File: config.mk
export PLATFORM = sky130hd
export DESIGN_NAME = hwseq_top
export DESIGN_NICKNAME = d
export VERILOG_FILES = /design/src/rtl/hwseq_pkg.sv /design/src/rtl/hwseq_phase.sv /design/src/rtl/hwseq_lane_mux.sv /design/src/rtl/hwseq_read_asm.sv /design/src/rtl/hwseq_top.sv
export SDC_FILE = /design/constraint.sdc
export NUM_CORES = 1
export LEC_CHECK = 0
export BUFFER_PORTS_ARGS = -buffer_cell sky130_fd_sc_hd__clkbuf_2
export CAP_MARGIN = 20
export CORE_MARGIN = 2
export CORE_UTILIZATION = 43
export DETAILED_ROUTE_END_ITERATION = 7
export GPL_ROUTABILITY_DRIVEN = 1
export MAX_ROUTING_LAYER = met4
export PLACE_DENSITY = 0.85
export SYNTH_ARGS = -nofsm -noshare
export SYNTH_HDL_FRONTEND = slang
export SYNTH_HIERARCHICAL = 1
export SYNTH_SLANG_ARGS = --single-unit
File: constraint.sdc
create_clock -name clk -period 1.3 [get_ports clk]
set_clock_uncertainty 0.05 [all_clocks]
set_input_delay 0.195 -clock clk [delete_from_list [all_inputs] [get_ports clk]]
set_output_delay 0.195 -clock clk [all_outputs]
set_load 0.005 [all_outputs]
File: src/rtl/hwseq_pkg.sv
// Shared types for the halfword access sequencer.
package hwseq_pkg;
    // Which half of the core cycle the fast clock is in.
    typedef enum logic {
        HALF_UPPER = 1'b0,   // first fast cycle: upper halfword, even address
        HALF_LOWER = 1'b1    // second fast cycle: lower halfword, odd address
    } half_e;
endpackage

File: src/rtl/hwseq_phase.sv
// Phase generator: tracks which half of the core cycle is active.
// Assumes the fast clock is phase-aligned with the core clock and that
// reset is released at a core-cycle boundary.
module hwseq_phase
    import hwseq_pkg::*;
(
    input  logic  clk,
    input  logic  rst_n,
    output half_e half
);
    // Toggle the half indicator on every fast edge; reset to the first half.
    always_ff @(posedge clk) begin
        if (!rst_n) half <= HALF_UPPER;
        else        half <= (half == HALF_UPPER) ? HALF_LOWER : HALF_UPPER;
    end


    phase_toggle_chk: assert property (@(posedge clk) disable iff (!rst_n)
        rst_n |=> (half != $past(half)));
endmodule

File: src/rtl/hwseq_lane_mux.sv
// Lane multiplexer: forms the memory address, write halfword and strobes
// for the current half. Assumes CORE_W is exactly two halfwords, and that
// the core holds its request stable across both halves.
module hwseq_lane_mux
    import hwseq_pkg::*;
#(
    parameter int CORE_W = 32,
    parameter int HALF_W = 16,
    parameter int MEM_AW = 16
) (
    input  half_e              half,
    input  logic               req,
    input  logic               we,
    input  logic [MEM_AW-2:0]  word_addr,
    input  logic [CORE_W-1:0]  wdata,
    output logic [MEM_AW-1:0]  mem_addr,
    output logic [HALF_W-1:0]  mem_wdata,
    output logic               mem_en,
    output logic               mem_we
);
    localparam int LANES = CORE_W / HALF_W;

    logic [HALF_W-1:0] lane [LANES];
    logic              sel;

    // Slice the core word into halfwords; lane 0 is the most significant.
    for (genvar i = 0; i < LANES; i++) begin : g_lane
        assign lane[i] = wdata[CORE_W-1-i*HALF_W -: HALF_W];
    end

    assign sel = (half == HALF_LOWER);

    // Drive address, data and strobes for the active half.
    always_comb begin
        mem_addr  = {word_addr, sel};
        mem_wdata = lane[sel];
        mem_en    = req;
        mem_we    = req & we;
    end
endmodule

File: src/rtl/hwseq_read_asm.sv
// Read assembler: captures the first halfword of a read and, at the end of
// the core cycle, presents {first, second} to the core. Assumes memory read
// data is valid combinationally in the fast cycle that carries the address.
module hwseq_read_asm
    import hwseq_pkg::*;
#(
    parameter int CORE_W = 32,
    parameter int HALF_W = 16
) (
    input  logic               clk,
    input  logic               rst_n,
    input  half_e              half,
    input  logic               rd_fire,
    input  logic [HALF_W-1:0]  mem_rdata,
    output logic [CORE_W-1:0]  core_rdata
);
    logic [HALF_W-1:0] upper_q;
    logic              load_upper;
    logic              load_word;

    assign load_upper = rd_fire && (half == HALF_UPPER);
    assign load_word  = rd_fire && (half == HALF_LOWER);

    // Hold the first-half halfword until the second half completes.
    always_ff @(posedge clk) begin
        if (!rst_n)          upper_q <= '0;
        else if (load_upper) upper_q <= mem_rdata;
    end

    // Publish the assembled word at the edge that ends the core cycle.
    always_ff @(posedge clk) begin
        if (!rst_n)         core_rdata <= '0;
        else if (load_word) core_rdata <= {upper_q, mem_rdata};
    end


    rdata_hold_chk: assert property (@(posedge clk) disable iff (!rst_n)
        !load_word |=> $stable(core_rdata));


    rdata_lower_chk: assert property (@(posedge clk) disable iff (!rst_n)
        load_word |=> (core_rdata[HALF_W-1:0] == $past(mem_rdata)));
endmodule

File: src/rtl/hwseq_top.sv
// Word-to-halfword sequencer top: splits each 32-bit core access into two
// 16-bit memory transfers inside one core cycle. Runs on the doubled clock;
// assumes the core holds its request for two fast cycles starting at a
// core-cycle boundary.
module hwseq_top
    import hwseq_pkg::*;
#(
    parameter int CORE_W = 32,
    parameter int HALF_W = 16,
    parameter int MEM_AW = 16
) (
    input  logic               clk,
    input  logic               rst_n,
    input  logic               core_req,
    input  logic               core_we,
    input  logic [MEM_AW-2:0]  core_addr,
    input  logic [CORE_W-1:0]  core_wdata,
    output logic [CORE_W-1:0]  core_rdata,
    output logic               half_sel,
    output logic [MEM_AW-1:0]  mem_addr,
    output logic [HALF_W-1:0]  mem_wdata,
    input  logic [HALF_W-1:0]  mem_rdata,
    output logic               mem_en,
    output logic               mem_we
);
    half_e half;
    logic  rd_fire;

    assign half_sel = (half == HALF_LOWER);
    assign rd_fire  = core_req & ~core_we;

    hwseq_phase u_phase (
        .clk   (clk),
        .rst_n (rst_n),
        .half  (half)
    );

    hwseq_lane_mux #(.CORE_W(CORE_W), .HALF_W(HALF_W), .MEM_AW(MEM_AW)) u_mux (
        .half      (half),
        .req       (core_req),
        .we        (core_we),
        .word_addr (core_addr),
        .wdata     (core_wdata),
        .mem_addr  (mem_addr),
        .mem_wdata (mem_wdata),
        .mem_en    (mem_en),
        .mem_we    (mem_we)
    );

    hwseq_read_asm #(.CORE_W(CORE_W), .HALF_W(HALF_W)) u_rasm (
        .clk        (clk),
        .rst_n      (rst_n),
        .half       (half),
        .rd_fire    (rd_fire),
        .mem_rdata  (mem_rdata),
        .core_rdata (core_rdata)
    );


    idle_quiet_chk: assert property (@(posedge clk) disable iff (!rst_n)
        !core_req |-> (!mem_en && !mem_we));


    write_strobe_chk: assert property (@(posedge clk) disable iff (!rst_n)
        (core_req && core_we) |-> (mem_en && mem_we));


    read_strobe_chk: assert property (@(posedge clk) disable iff (!rst_n)
        (core_req && !core_we) |-> (mem_en && !mem_we));


    addr_parity_chk: assert property (@(posedge clk) disable iff (!rst_n)
        core_req |-> (mem_addr[0] == half_sel));


    write_keeps_rdata_chk: assert property (@(posedge clk) disable iff (!rst_n)
        (core_req && core_we) |=> $stable(core_rdata));
endmodule

==> impl_metrics.csv <==
group,metric,value,unit
status,outcome,"finished with violations",
status,failed_checks,"negative setup slack",
synthesis,synth_xor_area_share,0,%
routing,viasPerCell,4.63,
min_path,hold_end,"u_rasm/core_rdata[15]$_SDFFE_PN0P_",
synthesis,synth_cell_types,13,
cts,cts_root_buf,"clkbuf_8",
min_path,hold_path.class,"in2reg",
routing,drc,0,
routing,antenna_left,0,
floorplanning,initial_core_util,44.3,%
routing,post_drt_wl_per_cell,12.9,um
finish,n_antenna_cell,0,
power,p_per_area,1080,mW/mm^2
grt,grt_pass1_wl,7760,um
finish,final_area,0.00285,mm^2
sta,fin_crit,1.51,ns
synthesis,synthSimpleGateAreaFrac,12.8,%
min_path,hp-start,"mem_rdata[15]",
place,routabilityCongestion,0.721,
sta,setup_ws,-0.214,ns
synthesis,ys_seq_elements,49,
routing,drt_iter0_drc,57,
sta,drv_slew,0,
power,power,0.00307,W
worst_setup_path,crit_chain,"buf_12, mux2_2, clkbuf_2",
cts,path_clk_slew,0.10,ns
worst_setup_path,reg2reg_from,"u_phase/half$_SDFF_PN0_",
sta,setup_viol,16,
cts,cts.sinks,49,
worst_setup_path,critPathMaxFanout,9,
sta,hold_viol,0,
finish,nets,369,
job,cap_violations,0,
cts,cts_setup_buffers,0,
worst_setup_path,endpoint_kind,"output pin",
cts,clk_latency,0.29,ns
cts,cts_buffer_depth,2,
worst_setup_path,r2r-end,"u_rasm/core_rdata[25]$_SDFFE_PN0P_",
grt,grt_overflow,0,
synthesis,synth_area_per_cell,10.6,um^2
finish,final_cell_mix,"clkbuf_2 (103), nand2_1 (64), mux2i_1 (48), dfxtp_1 (48), mux2_4 (10)",
synthesis,synth_area,0.00226,mm^2
routing,wl,4830,um
worst_setup_path,crit_type,"reg2out",
power,ir_drop,0.572,mV
finish,area_growth_syn_to_layout,25.9,%
grt,grtUsageTotal,16.8,%
place,portBuffers,103,
sta,tightestPinTransition,0.246,ns
floorplanning,core_area,0.00511,mm^2
worst_setup_path,slowest_delay,0.40,ns
grt,antenna_found_initial,0,
floorplanning,fp.dieH,76.6,um
worst_setup_path,cp.required,1.05,ns
worst_setup_path,reg2regPathDepth,4,
min_path,hold_depth,3,
worst_setup_path,critPathSlowestCell,"dfxtp_4",
synthesis,yosysWarnings,6,
place,place_ws,0.0601,ns
cts,cts_buffers,5,
place,place_area,0.00268,mm^2
place,dp_hpwl,3520,um
floorplanning,die_area,0.00586,mm^2
synthesis,syn-num-nets,281,
power,leakage,1.31,nW
sta,fmax,660,MHz
cts,cts_max_level,2,
cts,cts_tree,"done",
worst_setup_path,rrSetupSlack,0.08,ns
floorplanning,num_rows,26,
worst_setup_path,arrival,1.27,ns
sta,max_slew_margin,83.6,%
floorplanning,dieWidth,76.6,um
worst_setup_path,crit_path_start_kind,"flip-flop",
sta,rsz0062_at_grt,"yes",
synthesis,synth-adder-area-share,0,%
routing,first_pass_iters,4,
finish,final_util,55.8,%
finish,drive_gt1_share,46.5,%
synthesis,ys_seq_area_share,43.3,%
routing,via_count,1726,
finish,layout_commonest_cell,"clkbuf_2",
grt,grt_max_degree,40,
synthesis,muxShareOfSynthArea,30.8,%
synthesis,synth_compound_area_share,0,%
grt,grt_pass1_vias,1709,
sta,fin_crit_sh,116,%
sta,fin_hold_ws,0.0893,ns
floorplanning,ios,134,
synthesis,syn_inst,214,
synthesis,synth_top_family_by_area,"multiplexers",
==> final cells by class <==
| type | count | area, um^2 |
|---|---|---|
| clock buffers | 6 | 72.6 |
| clock inverters | 2 | 38.8 |
| fillers | 481 | 2260 |
| multi-input cells | 133 | 990 |
| flip-flops and latches | 49 | 985 |
| well taps | 70 | 87.6 |
| repair buffers | 113 | 678 |
==> registers in the layout, indices dropped and copies added (netlist names) <==
name / count
u_phase/half: 1
u_rasm/core_rdata: 32
u_rasm/upper_q: 16
==> logic make-up after synthesis <==
family                 count (synthesis)
and+or+nand+nor                       69
muxes                                 64
DFF                                   49
buffers and inverters                 32
==> synthesized netlist by cell type (all sizes together) <==
master | instances | area share, %
and2 | 2 | 0.66
buf | 32 | 13
dfxtp | 49 | 43
mux2 | 16 | 9.6
mux2i | 48 | 21
nand2 | 64 | 11
nor2b | 3 | 1.5
==> per-stage QoR <==
step | instances | TNS (ns)
6_report | 373 | -3.05
5_1_grt | 373 | -3.77
3_3_place_gp | 363 | 0
4_1_cts | 372 | -3.36
2_1_floorplan | 214 | 0
3_5_place_dp | 363 | 0
==> worst max-delay path: cells and delay by family (launching register included) <==
kind | cells | cell delay [ns]
buf+inv | 2 | 0.25
flops | 1 | 0.40
mux | 1 | 0.33
==> layer usage <==
layer | vias up | wire [um] | GRT usage (%)
li1 | 861 | - | -
met1 | 777 | 2060 | 19.0
met2 | 80 | 2300 | 27.2
met3 | 8 | 420 | 6.28
met4 | 0 | 48 | 6.18
met5 | - | 0 | -
==> power breakdown <==
part | leakage [nW] | switching (W) | internal (W)
registers | 0.398 | 0.0000188 | 0.00154
logic | 0.854 | 0.000184 | 0.000253
clock network | 0.0554 | 0.000493 | 0.000578
total | 1.31 | 0.000696 | 0.00237
==> worst max-delay path by stage <==
stage | start | end | depth (start not counted)
2_1_floorplan | u_phase/half$_SDFF_PN0_ | mem_wdata[10] | 3
3_3_place_gp | u_phase/half$_SDFF_PN0_ | mem_wdata[3] | 3
3_5_place_dp | u_phase/half$_SDFF_PN0_ | mem_wdata[13] | 3
4_1_cts | u_phase/half$_SDFF_PN0_ | mem_wdata[13] | 3
5_1_grt | u_phase/half$_SDFF_PN0_ | mem_wdata[0] | 3
6_report | u_phase/half$_SDFF_PN0_ | mem_wdata[1] | 3
==> repair_timing <==
| action | 4_1_cts | 5_1_grt |
|---|---|---|
| gates cloned | 1 | 1 |
| hold buffers | 0 | 0 |
| pin swaps | 0 | 0 |
| gates resized for setup | 3 | 0 |
| setup endpoints to repair | 16 | 19 |
No activity file was read; power rests on OpenSTA's default activity.
